### config.mk
export PLATFORM = sky130hd
export DESIGN_NAME = mbx_ctrl
export DESIGN_NICKNAME = d
export VERILOG_FILES = /design/src/rtl/mbx_pkg.sv /design/src/rtl/mbx_decode.sv /design/src/rtl/mbx_lock.sv /design/src/rtl/mbx_channel.sv /design/src/rtl/mbx_ctrl.sv
export SDC_FILE = /design/constraint.sdc
export NUM_CORES = 2
export LEC_CHECK = 0
export BUFFER_PORTS_ARGS = -buffer_cell sky130_fd_sc_hd__buf_2
export CAP_MARGIN = 20
export CORE_ASPECT_RATIO = 1.25
export CORE_MARGIN = 2
export CORE_UTILIZATION = 30
export CTS_CLUSTER_DIAMETER = 30
export DETAILED_ROUTE_END_ITERATION = 8
export GPL_TIMING_DRIVEN = 0
export SLEW_MARGIN = 40
export SYNTH_ARGS = -nofsm -noshare
export SYNTH_HDL_FRONTEND = slang
export SYNTH_SLANG_ARGS = --single-unit
### constraint.sdc
create_clock -name clk -period 8.4 [get_ports clk]
set_input_delay 2.1 -clock clk [delete_from_list [all_inputs] [get_ports clk]]
set_output_delay 2.1 -clock clk [all_outputs]
set_load 0.05 [all_outputs]
### src/rtl/mbx_pkg.sv
package mbx_pkg;

    localparam int unsigned WORD_W     = 32;
    localparam logic [31:0] UNLOCK_KEY = 32'h1ACC_E551;
    localparam int unsigned LOCK_ADDR  = 32'hA00;
    localparam int unsigned WIN_SHIFT  = 6;

    localparam logic [3:0] OFS_SRC   = 4'd0;
    localparam logic [3:0] OFS_DST   = 4'd1;
    localparam logic [3:0] OFS_DCLR  = 4'd2;
    localparam logic [3:0] OFS_DSTAT = 4'd3;
    localparam logic [3:0] OFS_MODE  = 4'd4;
    localparam logic [3:0] OFS_MASK  = 4'd5;
    localparam logic [3:0] OFS_ICLR  = 4'd6;
    localparam logic [3:0] OFS_SEND  = 4'd7;

    typedef enum logic [2:0] {
        CH_IDLE,
        CH_ACQ,
        CH_READY,
        CH_SENT,
        CH_ACK
    } ch_state_e;

    typedef struct packed {
        logic                  wr;
        logic [3:0]            widx;
        logic [WORD_W-1:0]     wdata;
    } ch_req_t;

    function automatic logic [WORD_W-1:0] mode_word(ch_state_e s, logic auto_ack);
        logic [WORD_W-1:0] w;
        w    = '0;
        w[0] = auto_ack;
        case (s)
            CH_IDLE:           w[4] = 1'b1;
            CH_ACQ, CH_READY:  w[5] = 1'b1;
            CH_SENT:           w[6] = 1'b1;
            CH_ACK:            w[7] = 1'b1;
            default:           w[4] = 1'b1;
        endcase
        return w;
    endfunction

endpackage

### src/rtl/mbx_decode.sv
module mbx_decode
    import mbx_pkg::*;
#(
    parameter int unsigned NUM_CH = 4,
    parameter int unsigned ADDR_W = 12
) (
    input  logic [ADDR_W-1:0] addr,
    output logic [NUM_CH-1:0] ch_hit,
    output logic              lock_hit,
    output logic [3:0]        widx
);
    localparam int unsigned IDX_W = ADDR_W - WIN_SHIFT;

    logic             aligned;
    logic [IDX_W-1:0] win_idx;

    assign aligned  = (addr[1:0] == 2'b00);
    assign win_idx  = addr[ADDR_W-1:WIN_SHIFT];
    assign widx     = addr[5:2];
    assign lock_hit = (addr == ADDR_W'(LOCK_ADDR));

    for (genvar i = 0; i < NUM_CH; i++) begin : g_hit
        assign ch_hit[i] = aligned && (win_idx == IDX_W'(i));
    end

endmodule

### src/rtl/mbx_lock.sv
module mbx_lock
    import mbx_pkg::*;
(
    input  logic              clk,
    input  logic              rst,
    input  logic              wr,
    input  logic [WORD_W-1:0] wdata,
    output logic              locked
);
    always_ff @(posedge clk) begin
        if (rst)      locked <= 1'b1;
        else if (wr)  locked <= (wdata != UNLOCK_KEY);
    end

    assert_unlock_key_R2: assert property (@(posedge clk) disable iff (rst)
        (wr && wdata == UNLOCK_KEY) |=> !locked);

    assert_relock_R2: assert property (@(posedge clk) disable iff (rst)
        (wr && wdata != UNLOCK_KEY) |=> locked);

endmodule

### src/rtl/mbx_channel.sv
module mbx_channel
    import mbx_pkg::*;
#(
    parameter int unsigned VEC_W  = 8,
    parameter int unsigned NWORDS = 8
) (
    input  logic              clk,
    input  logic              rst,
    input  ch_req_t           req,
    input  logic [3:0]        rd_idx,
    input  logic              ack_i,
    output logic [WORD_W-1:0] rdata,
    output logic [VEC_W-1:0]  irq_o
);
    localparam int unsigned WI_W = $clog2(NWORDS);

    ch_state_e         state;
    logic [VEC_W-1:0]  src, dst, pend, mask;
    logic              auto_ack;
    logic [WORD_W-1:0] data_q [NWORDS];

    logic [WORD_W-1:0] src_w, dst_w, pend_w, mask_w, vec_w, irq_w;
    logic [VEC_W-1:0]  wbits;
    logic              in_range, one_hot, owner_match, is_release, ack_take;

    always_comb begin
        src_w  = '0;  src_w[VEC_W-1:0]  = src;
        dst_w  = '0;  dst_w[VEC_W-1:0]  = dst;
        pend_w = '0;  pend_w[VEC_W-1:0] = pend;
        mask_w = '0;  mask_w[VEC_W-1:0] = mask;
        vec_w  = '0;  vec_w[VEC_W-1:0]  = '1;
        irq_w  = pend_w & ~mask_w;
    end

    assign wbits       = req.wdata[VEC_W-1:0];
    assign in_range    = ((req.wdata & ~vec_w) == '0);
    assign one_hot     = in_range && ($countones(req.wdata) == 1);
    assign owner_match = (req.wdata == src_w);
    assign is_release  = req.wr && (req.widx == OFS_SRC) && (req.wdata == '0)
                         && (state != CH_IDLE);
    assign ack_take    = (state == CH_SENT) && auto_ack && ack_i && !is_release;

    always_ff @(posedge clk) begin
        if (rst) begin
            state    <= CH_IDLE;
            src      <= '0;
            dst      <= '0;
            pend     <= '0;
            mask     <= '1;
            auto_ack <= 1'b0;
            for (int i = 0; i < NWORDS; i++) data_q[i] <= '0;
        end else begin
            if (req.wr) begin
                if (req.widx[3]) begin
                    data_q[req.widx[WI_W-1:0]] <= req.wdata;
                end else begin
                    case (req.widx)
                        OFS_SRC: begin
                            if (state == CH_IDLE && one_hot) begin
                                src   <= wbits;
                                state <= CH_ACQ;
                            end else if (is_release) begin
                                src   <= '0;
                                dst   <= '0;
                                pend  <= '0;
                                state <= CH_IDLE;
                            end
                        end
                        OFS_DST:  dst <= dst | wbits;
                        OFS_DCLR: begin
                            dst  <= dst & ~wbits;
                            pend <= pend & ~wbits;
                        end
                        OFS_MODE: auto_ack <= req.wdata[0];
                        OFS_MASK: mask <= wbits;
                        OFS_ICLR: begin
                            if (state == CH_ACK && owner_match) state <= CH_READY;
                        end
                        OFS_SEND: begin
                            if ((state == CH_ACQ || state == CH_READY) && owner_match) begin
                                state <= CH_SENT;
                                pend  <= dst;
                            end
                        end
                        default: ;
                    endcase
                end
            end
            if (ack_take) begin
                state <= CH_ACK;
                pend  <= '0;
            end
        end
    end

    always_comb begin
        rdata = '0;
        if (rd_idx[3]) begin
            rdata = data_q[rd_idx[WI_W-1:0]];
        end else begin
            case (rd_idx)
                OFS_SRC:   rdata = src_w;
                OFS_DST:   rdata = dst_w;
                OFS_DSTAT: rdata = irq_w;
                OFS_MODE:  rdata = mode_word(state, auto_ack);
                OFS_MASK:  rdata = mask_w;
                default:   rdata = '0;
            endcase
        end
    end

    assign irq_o = irq_w[VEC_W-1:0];

    // an idle channel has no owner and nothing pending
    assert_idle_empty_R4: assert property (@(posedge clk) disable iff (rst)
        (state == CH_IDLE) |-> (src == '0 && pend == '0));

    assert_owner_onehot_R3: assert property (@(posedge clk) disable iff (rst)
        (state != CH_IDLE) |-> ($countones(src) == 1));

    assert_send_latch_R5: assert property (@(posedge clk) disable iff (rst)
        (req.wr && req.widx == OFS_SEND && owner_match &&
         (state == CH_ACQ || state == CH_READY) && !ack_i)
        |=> (state == CH_SENT && pend == $past(dst)));

    assert_auto_ack_R8: assert property (@(posedge clk) disable iff (rst)
        (state == CH_SENT && auto_ack && ack_i && !req.wr)
        |=> (state == CH_ACK && irq_o == '0));

    assert_manual_hold_R9: assert property (@(posedge clk) disable iff (rst)
        (state == CH_SENT && !auto_ack && !req.wr) |=> (state == CH_SENT));

    assert_ack_exit_R10: assert property (@(posedge clk) disable iff (rst)
        (state == CH_ACK) |=> (state == CH_ACK || state == CH_READY || state == CH_IDLE));

endmodule

### src/rtl/mbx_ctrl.sv
module mbx_ctrl
    import mbx_pkg::*;
#(
    parameter int unsigned NUM_CH = 4,
    parameter int unsigned VEC_W  = 8,
    parameter int unsigned ADDR_W = 12
) (
    input  logic                    clk,
    input  logic                    rst,
    input  logic                    bus_en,
    input  logic                    bus_we,
    input  logic [ADDR_W-1:0]       bus_addr,
    input  logic [31:0]             bus_wdata,
    output logic [31:0]             bus_rdata,
    output logic [NUM_CH*VEC_W-1:0] irq_o,
    input  logic [NUM_CH-1:0]       ack_i
);
    localparam int unsigned NWORDS = 8;

    logic [NUM_CH-1:0] ch_hit;
    logic              lock_hit;
    logic [3:0]        widx;
    logic              locked;
    logic              wr_go;
    logic [WORD_W-1:0] ch_rd [NUM_CH];

    assign wr_go = bus_en && bus_we;

    mbx_decode #(.NUM_CH(NUM_CH), .ADDR_W(ADDR_W)) u_dec (
        .addr     (bus_addr),
        .ch_hit   (ch_hit),
        .lock_hit (lock_hit),
        .widx     (widx)
    );

    mbx_lock u_lock (
        .clk    (clk),
        .rst    (rst),
        .wr     (wr_go && lock_hit),
        .wdata  (bus_wdata),
        .locked (locked)
    );

    for (genvar c = 0; c < NUM_CH; c++) begin : g_ch
        ch_req_t req;
        assign req.wr    = wr_go && ch_hit[c] && !locked;
        assign req.widx  = widx;
        assign req.wdata = bus_wdata;

        mbx_channel #(.VEC_W(VEC_W), .NWORDS(NWORDS)) u_ch (
            .clk    (clk),
            .rst    (rst),
            .req    (req),
            .rd_idx (widx),
            .ack_i  (ack_i[c]),
            .rdata  (ch_rd[c]),
            .irq_o  (irq_o[c*VEC_W +: VEC_W])
        );
    end

    always_comb begin
        bus_rdata = '0;
        if (lock_hit) bus_rdata = {31'b0, locked};
        for (int c = 0; c < NUM_CH; c++) begin
            if (ch_hit[c]) bus_rdata = bus_rdata | ch_rd[c];
        end
    end

endmodule

== Word-level counts from Yosys, hierarchy flattened ==
Memory sizes are Yosys's and may differ from the RTL's.
Cells that the tools add are included.
Storage, ports and cells
  memories: 4
  output and inout port bits: 64
  register bits: 145
  memory bits (writable): 1024
Operators by class
  add/subtract/negate cells: 31
  bitwise operators: 26
  equal/unequal tests: 69
  reductions and logical operators: 132
  muxes and demuxes: 112
Memory list
  g_ch[0].u_ch.data_q: words 8, bits a word 32, read ports 1, clocked after memory_dff 0, wr ports 8, line mbx_channel.sv:20  | logic [WORD_W-1:0] data_q [NWORDS];
  g_ch[1].u_ch.data_q: words 8, bits a word 32, read ports 1, clocked after memory_dff 0, wr ports 8, line mbx_channel.sv:20
  g_ch[2].u_ch.data_q: words 8, bits a word 32, read ports 1, clocked after memory_dff 0, wr ports 8, line mbx_channel.sv:20
  g_ch[3].u_ch.data_q: words 8, bits a word 32, read ports 1, clocked after memory_dff 0, wr ports 8, line mbx_channel.sv:20
Operator list (number)
  $pmux W32 S5: 4
  $add A32 B32 Y32: 15
  $mux W32: 12
  $pmux W8 S3: 8
  $and A8 B32 Y32: 4
  $eq A32 B8 Y1: 4
  $mux W8: 16
  $not A8 Y32: 4
  $or A32 B32 Y32: 4
  $reduce_or A32 Y1: 4
  $mux W3: 32
  $reduce_and A6 Y1: 12
  $and A8 B8 Y8: 8
  $logic_not A32 Y1: 2
  $logic_and A1 B1 Y1: 51
  $mux W1: 36
  $pmux W3 S3: 4
  $ne A3 B1 Y1 const B: 11
  $add A1 B1 Y2: 16
  $eq A32 B2 Y1 const B: 1
  $ne A2 B1 Y1 const B: 16
  $ne A32 B29 Y1 const B: 1
  $or A8 B8 Y8: 4
  $eq A3 B2 Y1 const B: 8
  other kinds (28): 93

== Longest topological paths before layout ==
  word-level depth: 13
  gate-level depth with buffers: 24
  depth with buffers taken out: 20

== By module ==
From an unflattened synthesis, not the netlist that was laid out.
Unflattened totals
  cell total of the unflattened synthesis: 4503
  area total of the unflattened synthesis: 59072.9 µm²
Modules (own cells, without submodules)
  mbx_channel (g_ch[1].u_ch): area an instance 14564.0 µm², instances 1, cells each 1084
  mbx_channel (g_ch[2].u_ch): area an instance 14527.7 µm², instances 1, cells each 1110
  mbx_channel (g_ch[0].u_ch): area an instance 14516.4 µm², instances 1, cells each 1082
  mbx_channel (g_ch[3].u_ch): area an instance 14400.1 µm², instances 1, cells each 1080
  mbx_ctrl: area an instance 804.5 µm², instances 1, cells each 118
  mbx_lock: area an instance 148.9 µm², instances 1, cells each 14
  mbx_decode: area an instance 111.4 µm², instances 1, cells each 15

== Least setup slack after synthesis ==
No wires, ideal clock.
  kind: input port to flip-flop
  start point: input bus_wdata[3]
  end point: register g_ch[2].u_ch.state[0]
  setup time: 70 ps
  stages on the path: 21
  required time: 8330 ps
  slack: 260 ps
  data arrival time: 8069 ps
  cells stage by stage: clkbuf_1 -> buf_1 -> inv_2 -> buf_1 -> ha_1 -> inv_1 -> fa_1 -> fa_1 -> fa_1 -> fa_1 -> fa_1 -> inv_1 -> ha_1 -> inv_1 -> fa_1 -> nor4b_1 -> and3b_1 -> nand4_1 -> nor3b_1 -> or4b_2 -> a21oi_1
On the way
  word-level cells in the longest chain between the ends: 10
Ends and longest elaborated chain
  from (decl): line mbx_ctrl.sv:13  | input logic [31:0] bus_wdata,
  $add A1 B1 Y2 (not written as such): line mbx_channel.sv:37  | assign one_hot = in_range && ($countones(req.wdata) == 1);
  $add A32 B32 Y32 (not written as such) (4 in series): line mbx_channel.sv:37
  $eq A32 B2 Y1: line mbx_channel.sv:37
  $logic_and A1 B1 Y1: line mbx_channel.sv:37
  $logic_and A1 B1 Y1: line mbx_channel.sv:59  | if (state == CH_IDLE && one_hot) begin
  $ne A3 B1 Y1 (no line) or $mux W3 (tied branches)
  $reduce_and A6 Y1 (no line) or $pmux W3 S3 (tied branches)
  to (signal assigned): line mbx_channel.sv:45  | state <= CH_IDLE;
  to (signal assigned): line mbx_channel.sv:61  | state <= CH_ACQ;
  to (signal assigned): line mbx_channel.sv:66  | state <= CH_IDLE;
  to (decl): line mbx_channel.sv:17  | ch_state_e state;
Parallel ways exist; a longest one is shown, timed or not.
A chain may end at the register's enable or synchronous reset.

== Final worst setup path ==
  start point: input bus_addr[3]
  end point: output bus_rdata[2]
On the way
  word-level cells in the longest chain between the ends: 11
Ends and longest elaborated chain
  from (decl): line mbx_ctrl.sv:12  | input logic [ADDR_W-1:0] bus_addr,
  $eq A4 B3 Y1 (tied with other cells): line mbx_channel.sv:101  | case (rd_idx)
  $pmux W32 S5: line mbx_channel.sv:101
  $mux W32: line mbx_channel.sv:98  | if (rd_idx[3]) begin
  $or A32 B32 Y32: line mbx_ctrl.sv:65  | if (ch_hit[c]) bus_rdata = bus_rdata | ch_rd[c];
  $mux W32: line mbx_ctrl.sv:65
  $or A32 B32 Y32: line mbx_ctrl.sv:65
  $mux W32: line mbx_ctrl.sv:65
  $or A32 B32 Y32: line mbx_ctrl.sv:65
  $mux W32: line mbx_ctrl.sv:65
  $or A32 B32 Y32: line mbx_ctrl.sv:65
  $mux W32 *: line mbx_ctrl.sv:65
  to (decl): line mbx_ctrl.sv:14  | output logic [31:0] bus_rdata,
Every way passes the cells marked *; elsewhere a longest branch is shown, timed or not.

==> metrics <==
die area=187000 um2; Final Cell Area=70000 um2; CTS tree=built; Worst Hold Slack=0.450 ns; Max VDD drop=0.241 mV; Post-DP Area=60600 um2; IO Count=116; most frequent cells in the layout=nor3_1, edfxtp_1, clkbuf_1; RSZ-0062 raised after global routing=true; worst hold path class=reg2reg; fill cell count=17200; NumNets Final=4776; Slew Limit Fails=0; gpl congestion=1.02; Crit path required time=6.30 ns; CP Launch Point=bus_addr[3]; site row count=175; Switching Power=0.00472 W; CP Cell Sequence=buf_2 > buf_2 > buf_2 > clkbuf_2 > clkbuf_2 > mux4_2 > mux2i_1 > nor2_1 > o21ai_0 > o211ai_1 > buf_2; share of synthesized cell area in and, or, nand and nor gates=13.4%; Buf+Inv Stages, Crit Path=6; setup ws final=-0.142 ns; Netlist cell types=76; R2R Setup Slk=4.69 ns; sequential share of power=33.9%; LEAKAGE=23.5 nW; Final Instance Count excl. Fillers=7240; Worst Hold Endpoint=g_ch[3].u_ch.pend[4]$_SDFFE_PP0P_; Core Area=182000 um2; Hold Startpoint=g_ch[3].u_ch.pend[4]$_SDFFE_PP0P_; first-pass GRT wire length=339000 um; Max Freq=0.117 GHz; startpoint types=primary input; Synthesized Nets=4321; commonest non-fill, non-tap cell in the layout=nor3_1; crit-path max cell delay=0.68 ns; Synthesis Warnings=0; min cycle time layout=8.54 ns; Die Width=387 um; Synth Area in XOR/XNOR=0.604%; clk sinks=1169; Iter 0 DRT Violations=7160; deepest clock path buffer count=4; crit end category=output pin; cell area power density=275 nW/um2; placed cells=6761; post-synthesis mux area share=13.0%; Post-Synth Adder-Cell Area=2.06%; switch share=24.5%; Tightest Pin Transition=1.04 ns; Vert. Die Dim=483 um; Starting Density=30.3%; Syn Inst Count=4194; DRC violations left=0; EDFF count, synth=1024; R2R Path End=g_ch[1].u_ch.data_q[4][18]$_SDFFCE_PN0P_; status=finished with violations; headroom to the max-slew limit=30.5%; CP Class=in2out; Synth Area per Inst=13.1 um2; DR vias/cell=6.12; largest family of logic cells by synthesized area=simple AND/OR/NAND/NOR gates; Layout area overhead=27.0%; wire length per cell=33.9 um; Max Cap Viol=0; period utilisation layout=102%; CTS buffer count=290; Top Family by Delay on Critical Path=buffers and inverters; final setup vio count=3; drt first pass iters=6; layout cells sized above 1=22.2%; via count=44300; register area share after synthesis=61.1%; Reg clk slew, reported paths=0.04 ns; Hold Path Cell Cnt=2; Port Buffers=111; Setup Skew=0.0528 ns; Max FO, Critical Path=10; Syn Std Cell Area=55100 um2; asr flop ratio synth=0%; vias in the first global route=43900; GR Util All Layers=25.6%; Clk network pwr share=56.7%; Hold Buf Count CTS=0; Fin. Hold Viols=0; HPWL after detailed placement=177000 um; cell count of the worst reg-to-reg path=10; clk_lat worst skew=0.87 ns; CP arrival=6.44 ns; Root Driver=clkbuf_16; failing checks=negative setup slack; post-synthesis compound-gate area fraction=5.87%; Comb power frac=9.5%; gr ovfl total=0; Antenna Nets Post-Route=0; largest net degree at the start of global routing=21; cell mode on critical path=buf_2; H-tree Lvls=5; #FFs+latches synth=1169; drt total wl=245000 um; Power Internal=0.0145 W; r2r startpoint=u_lock.locked$_SDFFE_PP1P_; Slowest-stage cell, CP=clkbuf_2; Synth Flop Type=edfxtp_1; antenna violations before repair=9
[state kept, by name, summed over array words and instances (netlist names)]
signal and cells:
g_ch.u_ch.auto_ack 4, g_ch.u_ch.data_q 1024, g_ch.u_ch.pend 32, u_lock.locked 1
g_ch.u_ch.state 12, g_ch.u_ch.dst 32, g_ch.u_ch.mask 32, g_ch.u_ch.src 32
[timing repair]
item / 4_1_cts / 5_1_grt
setup endpoints to repair: 44 / 34
gates resized for setup: 6 / 10
setup buffers: 0 / 0
hold endpoints to repair: 0 / 0
[through the flow]
step | util (%) | power (W) | TNS (ns) | worst slack (ns)
2_1_floorplan | - | 0.00757 | 0 | 0.260
3_3_place_gp | 32.2 | 0.00829 | -348.53 | -2.25
4_1_cts | 38.4 | 0.0192 | 0 | 0.00372
3_5_place_dp | 33.3 | 0.00838 | -53.03 | -1.48
6_report | 38.4 | 0.0193 | -0.239 | -0.142
5_1_grt | 38.4 | 0.0196 | -0.0623 | -0.0623
[cell families after synthesis]
family	after synthesis
XOR/XNOR	38
adder cells (fa/ha/maj)	75
AND/OR/NAND/NOR	1475
buffers and inverters	584
flip-flops	1169
AO/OA/AOI/OAI	462
multiplexers	391
[layout make-up]
cell class	instances	area, um2	area share (%)
multi-input cells	2441	19600	28.1
flip-flops and latches	1169	33700	48.1
plain buffers	487	2020	2.89
clock buffers	343	7610	10.9
well taps	2389	2990	4.27
diodes	2	5.00	0.00715
repair buffers	179	2010	2.87
clock inverters	149	1760	2.52
inverters	81	304	0.434
[layer usage]
metal	routed length (um)	track usage, %
met2	106000	37.7
met4	20600	18.5
met3	35400	9.34
met5	34	0
met1	83600	30.8
[power by group through the flow]
stage	combinational [W]	clock, W	sequential [W]
6_report	0.00182	0.0109	0.00653
5_1_grt	0.00188	0.0112	0.00654
2_1_floorplan	0.000953	0	0.00662
3_3_place_gp	0.00165	0	0.00664
4_1_cts	0.00176	0.0109	0.00653
3_5_place_dp	0.00175	0	0.00663
[how the worst max path moves through the flow]
stage / to / slack (ns) / cells after the start
finish: bus_rdata[2] / -0.14 / 11
floorplan: g_ch[2].u_ch.state[0]$_SDFFE_PP0P_ / 0.26 / 21
global route: g_ch[2].u_ch.state[0]$_SDFFE_PP0P_ / -0.06 / 20
global placement: g_ch[1].u_ch.src[6]$_SDFFE_PP0P_ / -2.25 / 22
detailed placement: g_ch[2].u_ch.state[0]$_SDFFE_PP0P_ / -1.48 / 22
CTS: g_ch[2].u_ch.state[0]$_SDFFE_PP0P_ / 0.004 / 21
[synth_stat cells (24+ instances only)]
| cell type | number | area [um2] |
|---|---|---|
| nor2b_1 | 35 | 219 |
| fa_1 | 26 | 521 |
| a21oi_1 | 90 | 450 |
| a211o_1 | 36 | 315 |
| nor3_1 | 1042 | 5220 |
| mux2i_1 | 116 | 1160 |
| a2111oi_0 | 24 | 210 |
| ha_1 | 49 | 613 |
| edfxtp_1 | 1024 | 30700 |
| o21bai_1 | 33 | 248 |
| nand3_1 | 59 | 295 |
| mux4_2 | 256 | 5770 |
| a22oi_1 | 40 | 300 |
| inv_1 | 73 | 274 |
| dfxtp_1 | 145 | 2900 |
| o22ai_1 | 57 | 357 |
| o21a_1 | 25 | 188 |
| o21ai_0 | 45 | 225 |
| buf_1 | 69 | 259 |
| buf_2 | 41 | 205 |
| nor2_1 | 108 | 405 |
| nand2_1 | 125 | 469 |
| clkbuf_1 | 392 | 1470 |
[worst min-delay path: stages (launching register included)]
cell and delay [ns]:
dfxtp_1 0.30, nand2_1 0.05, o2bb2ai_1 0.05
Note: power is estimated with default switching activity, not from simulation.
